## src/rtl/clk_xbar_pkg.sv

```systemverilog
package clk_xbar_pkg;
    localparam int NUM_OUT   = 6;
    localparam int SEL_W     = 3;
    localparam int NUM_TAPS  = 7;
    localparam int DIV_W     = 7;
    localparam int ADDR_W    = 8;
    localparam int DATA_W    = 8;
    localparam int ROUTE_W   = NUM_OUT * SEL_W;
    localparam int ROUTE_TL  = ROUTE_W - 2 * DATA_W;

    localparam logic [ADDR_W-1:0] ADDR_OE     = 8'h09;
    localparam logic [ADDR_W-1:0] ADDR_BANK1  = 8'h0C;
    localparam logic [ADDR_W-1:0] ADDR_ROUTE0 = 8'h44;
    localparam logic [ADDR_W-1:0] ADDR_ROUTE1 = 8'h45;
    localparam logic [ADDR_W-1:0] ADDR_ROUTE2 = 8'h46;
    localparam logic [ADDR_W-1:0] ADDR_BANK2  = 8'h47;

    typedef enum logic [SEL_W-1:0] {
        TAP_REF  = 3'd0,
        TAP_B1_N = 3'd1,
        TAP_B1_2 = 3'd2,
        TAP_B1_F = 3'd3,
        TAP_B2_N = 3'd4,
        TAP_B2_2 = 3'd5,
        TAP_B2_F = 3'd6,
        TAP_OFF  = 3'd7
    } tap_sel_e;

    typedef struct packed {
        logic             src_vco;
        logic [DIV_W-1:0] div;
    } bank_cfg_t;
endpackage

```

## src/rtl/clk_xbar_cfg.sv

```systemverilog
module clk_xbar_cfg
    import clk_xbar_pkg::*;
(
    input  logic                clk,
    input  logic                rst_n,
    input  logic                wr_en,
    input  logic [ADDR_W-1:0]   addr,
    input  logic [DATA_W-1:0]   wdata,
    output logic [NUM_OUT-1:0]  oe,
    output bank_cfg_t           bank1,
    output bank_cfg_t           bank2,
    output logic [ROUTE_W-1:0]  route
);
    typedef struct packed {
        logic [NUM_OUT-1:0]  oe;
        bank_cfg_t           b1;
        bank_cfg_t           b2;
        logic [DATA_W-1:0]   r0;
        logic [DATA_W-1:0]   r1;
        logic [ROUTE_TL-1:0] r2;
    } cfg_state_t;

    cfg_state_t st_d, st_q;
    logic       hit;

    always_comb begin
        st_d = st_q;
        hit  = 1'b0;
        if (wr_en) begin
            case (addr)
                ADDR_OE: begin
                    st_d.oe = wdata[NUM_OUT-1:0];
                    hit     = 1'b1;
                end
                ADDR_BANK1: begin
                    st_d.b1 = bank_cfg_t'(wdata);
                    hit     = 1'b1;
                end
                ADDR_BANK2: begin
                    st_d.b2 = bank_cfg_t'(wdata);
                    hit     = 1'b1;
                end
                ADDR_ROUTE0: begin
                    st_d.r0 = wdata;
                    hit     = 1'b1;
                end
                ADDR_ROUTE1: begin
                    st_d.r1 = wdata;
                    hit     = 1'b1;
                end
                ADDR_ROUTE2: begin
                    st_d.r2 = wdata[DATA_W-1 -: ROUTE_TL];
                    hit     = 1'b1;
                end
                default: hit = 1'b0;
            endcase
        end
    end

    always_ff @(posedge clk or negedge rst_n) begin
        if (!rst_n) st_q <= '0;
        else        st_q <= st_d;
    end

    assign oe    = st_q.oe;
    assign bank1 = st_q.b1;
    assign bank2 = st_q.b2;
    assign route = {st_q.r0, st_q.r1, st_q.r2};


    ignored_write_chk: assert property (@(posedge clk) disable iff (!rst_n)
        (wr_en && !hit) |=> $stable(st_q));
endmodule

```

## src/rtl/clk_div_bank.sv

```systemverilog
module clk_div_bank
    import clk_xbar_pkg::*;
#(
    parameter int FIX_DIV = 3
) (
    input  logic      clk,
    input  logic      rst_n,
    input  logic      ref_tick,
    input  bank_cfg_t cfg,
    output logic      tap_n,
    output logic      tap_2,
    output logic      tap_f
);
    localparam int FW = (FIX_DIV > 2) ? $clog2(FIX_DIV) : 1;

    typedef struct packed {
        logic [DIV_W-1:0] cnt;
        logic [FW-1:0]    fcnt;
        logic [DIV_W-1:0] n_act;
        logic             src_vco;
        logic             tn;
        logic             t2;
        logic             tf;
    } bank_state_t;

    bank_state_t      st_d, st_q;
    logic             tick;
    logic             term;
    logic [DIV_W-1:0] n_eff;

    always_comb begin
        st_d  = st_q;
        tick  = st_q.src_vco ? 1'b1 : ref_tick;
        term  = ({1'b0, st_q.cnt} + (DIV_W+1)'(1)) >= {1'b0, st_q.n_act};
        n_eff = st_q.n_act;
        if (tick) begin
            if (term) begin
                st_d.cnt     = '0;
                st_d.fcnt    = '0;
                st_d.n_act   = cfg.div;
                st_d.src_vco = cfg.src_vco;
                n_eff        = cfg.div;
            end else begin
                st_d.cnt  = st_q.cnt + DIV_W'(1);
                st_d.fcnt = (st_q.fcnt == FW'(FIX_DIV-1)) ? '0 : st_q.fcnt + FW'(1);
            end
            st_d.tn = st_d.cnt < (n_eff >> 1);
            st_d.t2 = ~st_d.cnt[0];
            st_d.tf = st_d.fcnt < FW'(FIX_DIV/2);
        end
    end

    always_ff @(posedge clk or negedge rst_n) begin
        if (!rst_n) st_q <= '0;
        else        st_q <= st_d;
    end

    assign tap_n = st_q.tn;
    assign tap_2 = st_q.t2;
    assign tap_f = st_q.tf;


    div_hold_chk: assert property (@(posedge clk) disable iff (!rst_n)
        !$past(tick && term) |-> ($stable(st_q.n_act) && $stable(st_q.src_vco)));


    period_start_chk: assert property (@(posedge clk) disable iff (!rst_n)
        $rose(st_q.tn) |-> (st_q.cnt == '0));


    half_align_chk: assert property (@(posedge clk) disable iff (!rst_n)
        $rose(st_q.tn) |-> st_q.t2);


    tick_only_chk: assert property (@(posedge clk) disable iff (!rst_n)
        !$past(tick) |-> ($stable(st_q.tn) && $stable(st_q.cnt)));
endmodule

```

## src/rtl/clk_xbar_lane.sv

```systemverilog
module clk_xbar_lane
    import clk_xbar_pkg::*;
(
    input  logic                clk,
    input  logic                rst_n,
    input  logic [NUM_TAPS-1:0] taps,
    input  logic [SEL_W-1:0]    sel,
    input  logic                en,
    output logic                clk_o
);
    localparam int EXT_W = 1 << SEL_W;

    typedef struct packed {
        logic out;
    } lane_state_t;

    lane_state_t      st_d, st_q;
    logic [EXT_W-1:0] ext;

    always_comb begin
        ext        = {{(EXT_W-NUM_TAPS){1'b0}}, taps};
        st_d.out   = en & ext[sel];
    end

    always_ff @(posedge clk or negedge rst_n) begin
        if (!rst_n) st_q <= '0;
        else        st_q <= st_d;
    end

    assign clk_o = st_q.out;


    reserved_low_chk: assert property (@(posedge clk) disable iff (!rst_n)
        ($past(sel) == TAP_OFF) |-> !clk_o);


    disabled_low_chk: assert property (@(posedge clk) disable iff (!rst_n)
        !$past(en) |-> !clk_o);
endmodule

```

## src/rtl/clk_xbar.sv

```systemverilog
module clk_xbar
    import clk_xbar_pkg::*;
(
    input  logic               clk,
    input  logic               rst_n,
    input  logic               ref_i,
    input  logic               cfg_wr_en,
    input  logic [7:0]         cfg_addr,
    input  logic [7:0]         cfg_wdata,
    output logic [5:0]         clk_o,
    output logic [5:0]         oe_o
);
    typedef struct packed {
        logic s1;
        logic s2;
    } ref_state_t;

    ref_state_t           rs_d, rs_q;
    logic                 ref_tick;
    logic [NUM_OUT-1:0]   oe;
    bank_cfg_t            b1_cfg, b2_cfg;
    logic [ROUTE_W-1:0]   route;
    logic                 b1_n, b1_2, b1_f, b2_n, b2_2, b2_f;
    logic [NUM_TAPS-1:0]  taps;

    always_comb begin
        rs_d.s1  = ref_i;
        rs_d.s2  = rs_q.s1;
        ref_tick = rs_q.s1 & ~rs_q.s2;
    end

    always_ff @(posedge clk or negedge rst_n) begin
        if (!rst_n) rs_q <= '0;
        else        rs_q <= rs_d;
    end

    clk_xbar_cfg u_cfg (
        .clk   (clk),
        .rst_n (rst_n),
        .wr_en (cfg_wr_en),
        .addr  (cfg_addr),
        .wdata (cfg_wdata),
        .oe    (oe),
        .bank1 (b1_cfg),
        .bank2 (b2_cfg),
        .route (route)
    );

    clk_div_bank #(.FIX_DIV(3)) u_bank1 (
        .clk      (clk),
        .rst_n    (rst_n),
        .ref_tick (ref_tick),
        .cfg      (b1_cfg),
        .tap_n    (b1_n),
        .tap_2    (b1_2),
        .tap_f    (b1_f)
    );

    clk_div_bank #(.FIX_DIV(4)) u_bank2 (
        .clk      (clk),
        .rst_n    (rst_n),
        .ref_tick (ref_tick),
        .cfg      (b2_cfg),
        .tap_n    (b2_n),
        .tap_2    (b2_2),
        .tap_f    (b2_f)
    );

    assign taps = {b2_f, b2_2, b2_n, b1_f, b1_2, b1_n, rs_q.s1};

    for (genvar i = 0; i < NUM_OUT; i++) begin : g_lane
        clk_xbar_lane u_lane (
            .clk   (clk),
            .rst_n (rst_n),
            .taps  (taps),
            .sel   (route[ROUTE_W-1-SEL_W*i -: SEL_W]),
            .en    (oe[i]),
            .clk_o (clk_o[i])
        );
    end

    assign oe_o = oe;
endmodule

```

## config.mk

```make
export PLATFORM = sky130hd
export DESIGN_NAME = clk_xbar
export DESIGN_NICKNAME = d
export VERILOG_FILES = /design/src/rtl/clk_xbar_pkg.sv /design/src/rtl/clk_xbar_cfg.sv /design/src/rtl/clk_div_bank.sv /design/src/rtl/clk_xbar_lane.sv /design/src/rtl/clk_xbar.sv
export SDC_FILE = /design/constraint.sdc
export NUM_CORES = 1
export LEC_CHECK = 0
export ABC_AREA = 1
export BUFFER_PORTS_ARGS = -buffer_cell sky130_fd_sc_hd__buf_2
export CAP_MARGIN = 20
export CELL_PAD_IN_SITES_DETAIL_PLACEMENT = 0
export CELL_PAD_IN_SITES_GLOBAL_PLACEMENT = 2
export CORE_MARGIN = 8
export CORE_UTILIZATION = 39
export DETAILED_ROUTE_END_ITERATION = 10
export GPL_ROUTABILITY_DRIVEN = 0
export PLACE_DENSITY_LB_ADDON = 0.05
export SYNTH_ARGS = -nofsm -noshare
export SYNTH_HDL_FRONTEND = slang
export SYNTH_SLANG_ARGS = --single-unit
```

## constraint.sdc

```tcl
create_clock -name clk -period 6.62 [get_ports clk]
set_input_delay 0.662 -clock clk [delete_from_list [all_inputs] [get_ports clk]]
set_output_delay 0.662 -clock clk [all_outputs]
set_load 0.05 [all_outputs]
```

* Word level (Yosys, flattened, before mapping)
Cells that the tools add are included.
** Word-level totals
- Input bits :: 20
- Word-level logic and storage cells :: 98
- Output and inout port bits :: 12
- Register bits after elaboration :: 88
** Cells by class
- Mux-type cells :: 24
- Equality and inequality tests :: 8
- Reduce and logical (&&, ||, !) cells :: 8
- Bitwise operators :: 10
- $add $sub $neg :: 6
- $lt $le $gt $ge :: 12
** Operators by type and width (count)
- $mux 9 :: 4
- $eq 8x7->1 const B :: 4
- $mux 7 :: 4
- $lt 3x4->1 const B :: 6
- $bmux 1 s3 :: 6
- $add 7x1->8 const B :: 2
- $eq 8x4->1 const B :: 2
- $ge 8x7->1 :: 2
- $reduce_and 2->1 :: 8
- $add 7x1->7 const B :: 2
- $lt 7x6->1 :: 2
- $mux 1 :: 8
- $and 1x1->1 :: 7
- $add 2x1->2 const B :: 2
- $eq 2x2->1 const B :: 2
- $mux 2 :: 2
- $not 1->1 :: 3
- $lt 2x1->1 const B :: 1
- $lt 2x2->1 const B :: 1

* Logic depth before layout (Yosys ltp)
- Word-level depth :: 5
- Mapped depth :: 25

* Modules after synthesis
From an unflattened synthesis, not the netlist that was laid out.
** Unflattened totals
- Cells, all modules :: 705
- Area total of the unflattened synthesis :: 5302.6 um2
** Modules (own cells, without submodules)
- clk_xbar_cfg :: cells an instance 196, area an instance 1754.2 um2, sequential area each 1001.0 um2, times used 1
- clk_div_bank at u_bank2 :: cells an instance 178, area an instance 1375.1 um2, sequential area each 500.5 um2, times used 1
- clk_div_bank at u_bank1 :: cells an instance 171, area an instance 1370.1 um2, sequential area each 500.5 um2, times used 1
- clk_xbar_lane :: cells an instance 26, area an instance 123.9 um2, sequential area each 25.0 um2, times used 6
- clk_xbar :: cells an instance 4, area an instance 60.1 um2, sequential area each 50.0 um2, times used 1

* Least setup slack after synthesis
Ideal clock, no wire load.
- Kind :: register -> register
- Start point :: register u_bank1.st_q[13] in the netlist's numbering
- End point :: register u_bank1.st_q (netlist bit u_bank1.tap_n)
- Stages on the path, launching flop included :: 21
- Library setup time :: 0.116 ns
- Clock period less this slack :: 2.705 ns
- Slack :: 3.915 ns
- Arrival time :: 2.589 ns
- Buffers on the path :: 1
- Required time :: 6.504 ns
- Path through :: dfrtp_1 > ha_1 > nand2_1 > nor2_1 > nand2_1 > xor2_1 > inv_1 > ha_1 > and3_1 > nand2_1 > nand2_2 > clkbuf_1 > o21ai_0 > ha_1 > nand2_1 > nor2_1 > nand2_1 > inv_1 > nand2_1 > nand2_1 > nand2_1
** On the way
- Word-level cells in the longest chain between the ends :: 5
** Ends and longest elaborated chain
- from (decl) :: line clk_div_bank.sv:26 : bank_state_t st_d, st_q;
- from (signal assigned) :: line clk_div_bank.sv:55 : else st_q <= st_d;
- $add 7x1->8 :: line clk_div_bank.sv:34 : term = ({1'b0, st_q.cnt} + (DIV_W+1)'(1)) >= {1'b0, st_q.n_act};
- $ge 8x7->1 :: line clk_div_bank.sv:34
- $mux 9 or $mux 7 (tied branches) :: line clk_div_bank.sv:37 : if (term) begin
- $mux 9 or $mux 7 (tied branches) :: line clk_div_bank.sv:36 : if (tick) begin
- $lt 7x6->1 (*) :: line clk_div_bank.sv:47 : st_d.tn = st_d.cnt < (n_eff >> 1);
Every way passes the cells marked *; elsewhere a longest branch is shown, timed or not. The select of a mux whose other input is x is not followed.
A chain may end at the register's enable or synchronous reset.

* Final worst setup path
- Start point :: register u_bank2.st_q[13] in the netlist's numbering
- End point :: register u_bank2.st_q (netlist bit u_bank2.tap_n)
** On the way
- Word-level cells in the longest chain between the ends :: 5
** Ends and longest elaborated chain (line)
- from (decl) :: clk_div_bank.sv:26
- from (signal assigned) :: clk_div_bank.sv:55
- $add 7x1->8 :: clk_div_bank.sv:34
- $ge 8x7->1 :: clk_div_bank.sv:34
- $mux 9 or $mux 7 (tied branches) :: clk_div_bank.sv:37
- $mux 9 or $mux 7 (tied branches) :: clk_div_bank.sv:36
- $lt 7x6->1 (*) :: clk_div_bank.sv:47
Marks and branches as above.

==> impl_metrics.csv <==
group,metric,value,unit
timing,slew_viol_final,0,
yosys,synth_edf_count,0,
layout,area_delta_synth_final,10.3,%
placed_design,dp_slack,3490,ps
yosys,yosysMostFrequentCell,"nand2_1",
timing,fin_crit_sh,0.471,
power_and_ir_drop,leakagePower,0.00273,uW
yosys,ys_ff_latch,88,
floorplan,rows,40,
yosys,async_flop_share,1.00,
yosys,synth.cell_area,4830,um^2
placed_design,place_area,5030,um^2
clock_network,cts_tree,"built",
timing,fin_tns_setup,0,ps
layout,drive_gt1_frac,0.105,
clock_network,cts-buffers-inserted,9,
setup_path,crit_required,6890,ps
global_route,gr-total-overflow,0,
clock_network,cts.clk_slew.worst_paths,60,ps
setup_path,crit_type,"reg -> reg",
setup_path,regToRegStartpoint,"u_bank2.st_q[13]$_DFFE_PN0N_",
layout,antenna_cells,0,
power_and_ir_drop,powerDensity,371,nW/um^2
floorplan,die_w,127,um
flow_run,drv_cap,0,
detailed_routing,vias,3790,
clock_network,clock-root-buffer,"clkbuf_16",
global_route,grt_pass1_wl,19100,um
setup_path,worstPathMaxFanout,19,
global_route,antenna_found_initial,0,
floorplan,die_area,16200,um^2
clock_network,cts_resized,0,
layout,final_nets,668,
detailed_routing,drcViolationCount,0,
clock_network,post_cts_buffers,0,
yosys,synth_top_area_cell,"dfrtp_1",
worst_hold_path,hold_class,"in -> async",
floorplan,start_util,0.400,
floorplan,core,12100,um^2
floorplan,die_h,127,um
floorplan,io_pins,32,
clock_network,h-tree-depth,3,
timing,fmax,0.320,GHz
setup_path,critPathCaptureType,"flop",
clock_network,cts_sinks,88,
timing,slew_headroom,0.432,
timing,hold_violations,0,
global_route,grt_pass1_vias,3773,
placed_design,hpwlAfterDp,8600,um
timing,finalSetupViolCount,0,
power_and_ir_drop,vdd_drop_max,167,uV
timing,rsz0062_at_grt,"false",
setup_path,crit_start,"u_bank2.st_q[13]$_DFFE_PN0N_",
yosys,ys.flop_type,"dfrtp_1",
clock_network,hold_buffers,0,
global_route,grt_use_total,0.150,
yosys,synth_warnings,0,
detailed_routing,drt-total-wl,11300,um
detailed_routing,route.detailed.wl_per_inst,14.3,um
layout,multi_input_area,2100,um^2
yosys,syn_nets,649,
yosys,syn-instance-count,602,
yosys,yosys-top-cells-count,"167 x nand2_1, 94 x inv_1, 88 x dfrtp_1",
placed_design,portBuffers,31,
detailed_routing,postRouteAntennaNets,0,
timing,fin_crit,3120,ps
global_route,grt_max_degree,66,
yosys,avgSynthCellArea,8.02,um^2
layout,seqCellArea,2200,um^2
yosys,synth_top_area_frac,0.456,
layout,fin_area,5330,um^2
timing,clock_skew,8.31,ps
detailed_routing,drt-initial-drc-count,238,
yosys,yosysSeqAreaShare,0.456,
setup_path,crit_arrival,3390,ps
clock_network,worstSkewPairLatency,340,ps
setup_path,start_kind,"flop",
detailed_routing,viasPerCell,4.77,
timing,worst_pin_slew,852,ps
layout,fillers,1247,
clock_network,clk_path_buf_depth,2,
yosys,synth.distinct_cells,34,
run_status,status,"completed",
yosys,synthTopCellsByArea,"dfrtp_1 46%, nand2_1 13%, inv_1 7.3%, o21ai_0 7.1%, ha_1 7.0%",
timing,timing.final.ws_setup,3500,ps
detailed_routing,drt_first_pass_iters,4,
report_power, final:
part	leakage, uW	switching, uW	total (uW)	internal [uW]
logic	0.00146	472	735	263
registers	0.00112	101	742	641
clock network	0.000143	206	499	293
total	0.00273	779	1980	1200
kinds of logic after synthesis:
group	after synthesis	share of synthesized area
AO/OA/AOI/OAI	120	0.141
multiplexers	3	0.00700
buffers and inverters	119	0.108
XOR/XNOR	6	0.0109
adder cells (fa/ha/maj)	27	0.0700
flip-flops	88	0.456
AND/OR/NAND/NOR	239	0.207
stage by stage:
| stage | hold WS [ps] | total power [uW] | utilization | instances |
|---|---|---|---|---|
| CTS | 219 | 2010 | 0.441 | 794 |
| floorplan | 366 | 1290 | - | 602 |
| finish | 219 | 1980 | 0.441 | 794 |
| global placement | 473 | 1480 | 0.417 | 778 |
| detailed placement | 470 | 1500 | 0.417 | 778 |
| global route | 237 | 2180 | 0.441 | 794 |
cell type report:
class / instances / area share
clock buffers: 11 / 0.0437
clock inverters: 5 / 0.0108
inverters: 95 / 0.0670
multi-input cells: 395 / 0.395
flip-flops and latches: 88 / 0.414
well taps: 168 / 0.0395
repair buffers: 32 / 0.0310
per-layer routing:
metal / track usage / vias to the layer above / wire length [um]
li1: - / 1959 / -
met2: 0.246 / 49 / 5400
met1: 0.193 / 1768 / 5380
met4: 0.0574 / 0 / 189
met5: 0 / - / 0
met3: 0.0291 / 14 / 374
registers in the layout (all words and copies together) (netlist names):
name,flops
u_cfg.route,18
u_bank1.st_q,17
u_bank2.st_q,17
u_cfg.bank1,8
u_cfg.bank2,8
g_lane.u_lane.clk_o,6
u_cfg.oe,6
rs_d,1
rs_q,1
u_bank1.tap_2,1
u_bank1.tap_f,1
u_bank1.tap_n,1
u_bank2.tap_2,1
u_bank2.tap_f,1
u_bank2.tap_n,1
worst max-delay path, cell delays in order, from the launching register on:
cell and delay, ps:
dfrtp_1 440, ha_1 200, nand2_1 80, nor2_1 180, nand2_1 90, xnor2_1 200, ha_1 270, nand2_1 70
nand2_1 40, nor2_1 180, nand2_2 250, nor3_1 320, ha_1 300, a21oi_1 150, o21bai_1 80, nor2_1 100
nand2_1 60, nand2_1 50
final timing paths:
kind | endpoint | slack (ps) | cells past startpoint
max | u_bank2.tap_n$_DFFE_PN0N_ | 3500 | 17
min | u_bank1.st_q[18]$_DFFE_PN0N_ | 220 | 1
max reg2reg | u_bank2.tap_n$_DFFE_PN0N_ | 3500 | 17
min reg2reg | rs_q[0]$_DFF_PN0_ | 470 | 0
max in group asynchronous | g_lane[1].u_lane.clk_o$_DFF_PN0_ | 5240 | 2
min in group clk | rs_d[0]$_DFF_PN0_ | 430 | 1
placed cells by master, fill, tap and decap left out, types with 5 or more instances in the layout:
cell type	synthesis	final
a21oi_1	21	21
a31oi_1	6	6
buf_2	3	30
clkbuf_16	0	9
dfrtp_1	88	88
ha_1	27	27
inv_1	94	94
nand2_1	167	167
nand3_1	26	26
nor2_1	27	27
nor3_1	6	6
o211ai_1	6	6
o21ai_0	68	68
o21ai_2	8	8
xor2_1	5	5
(Power assumes the default switching activity.)
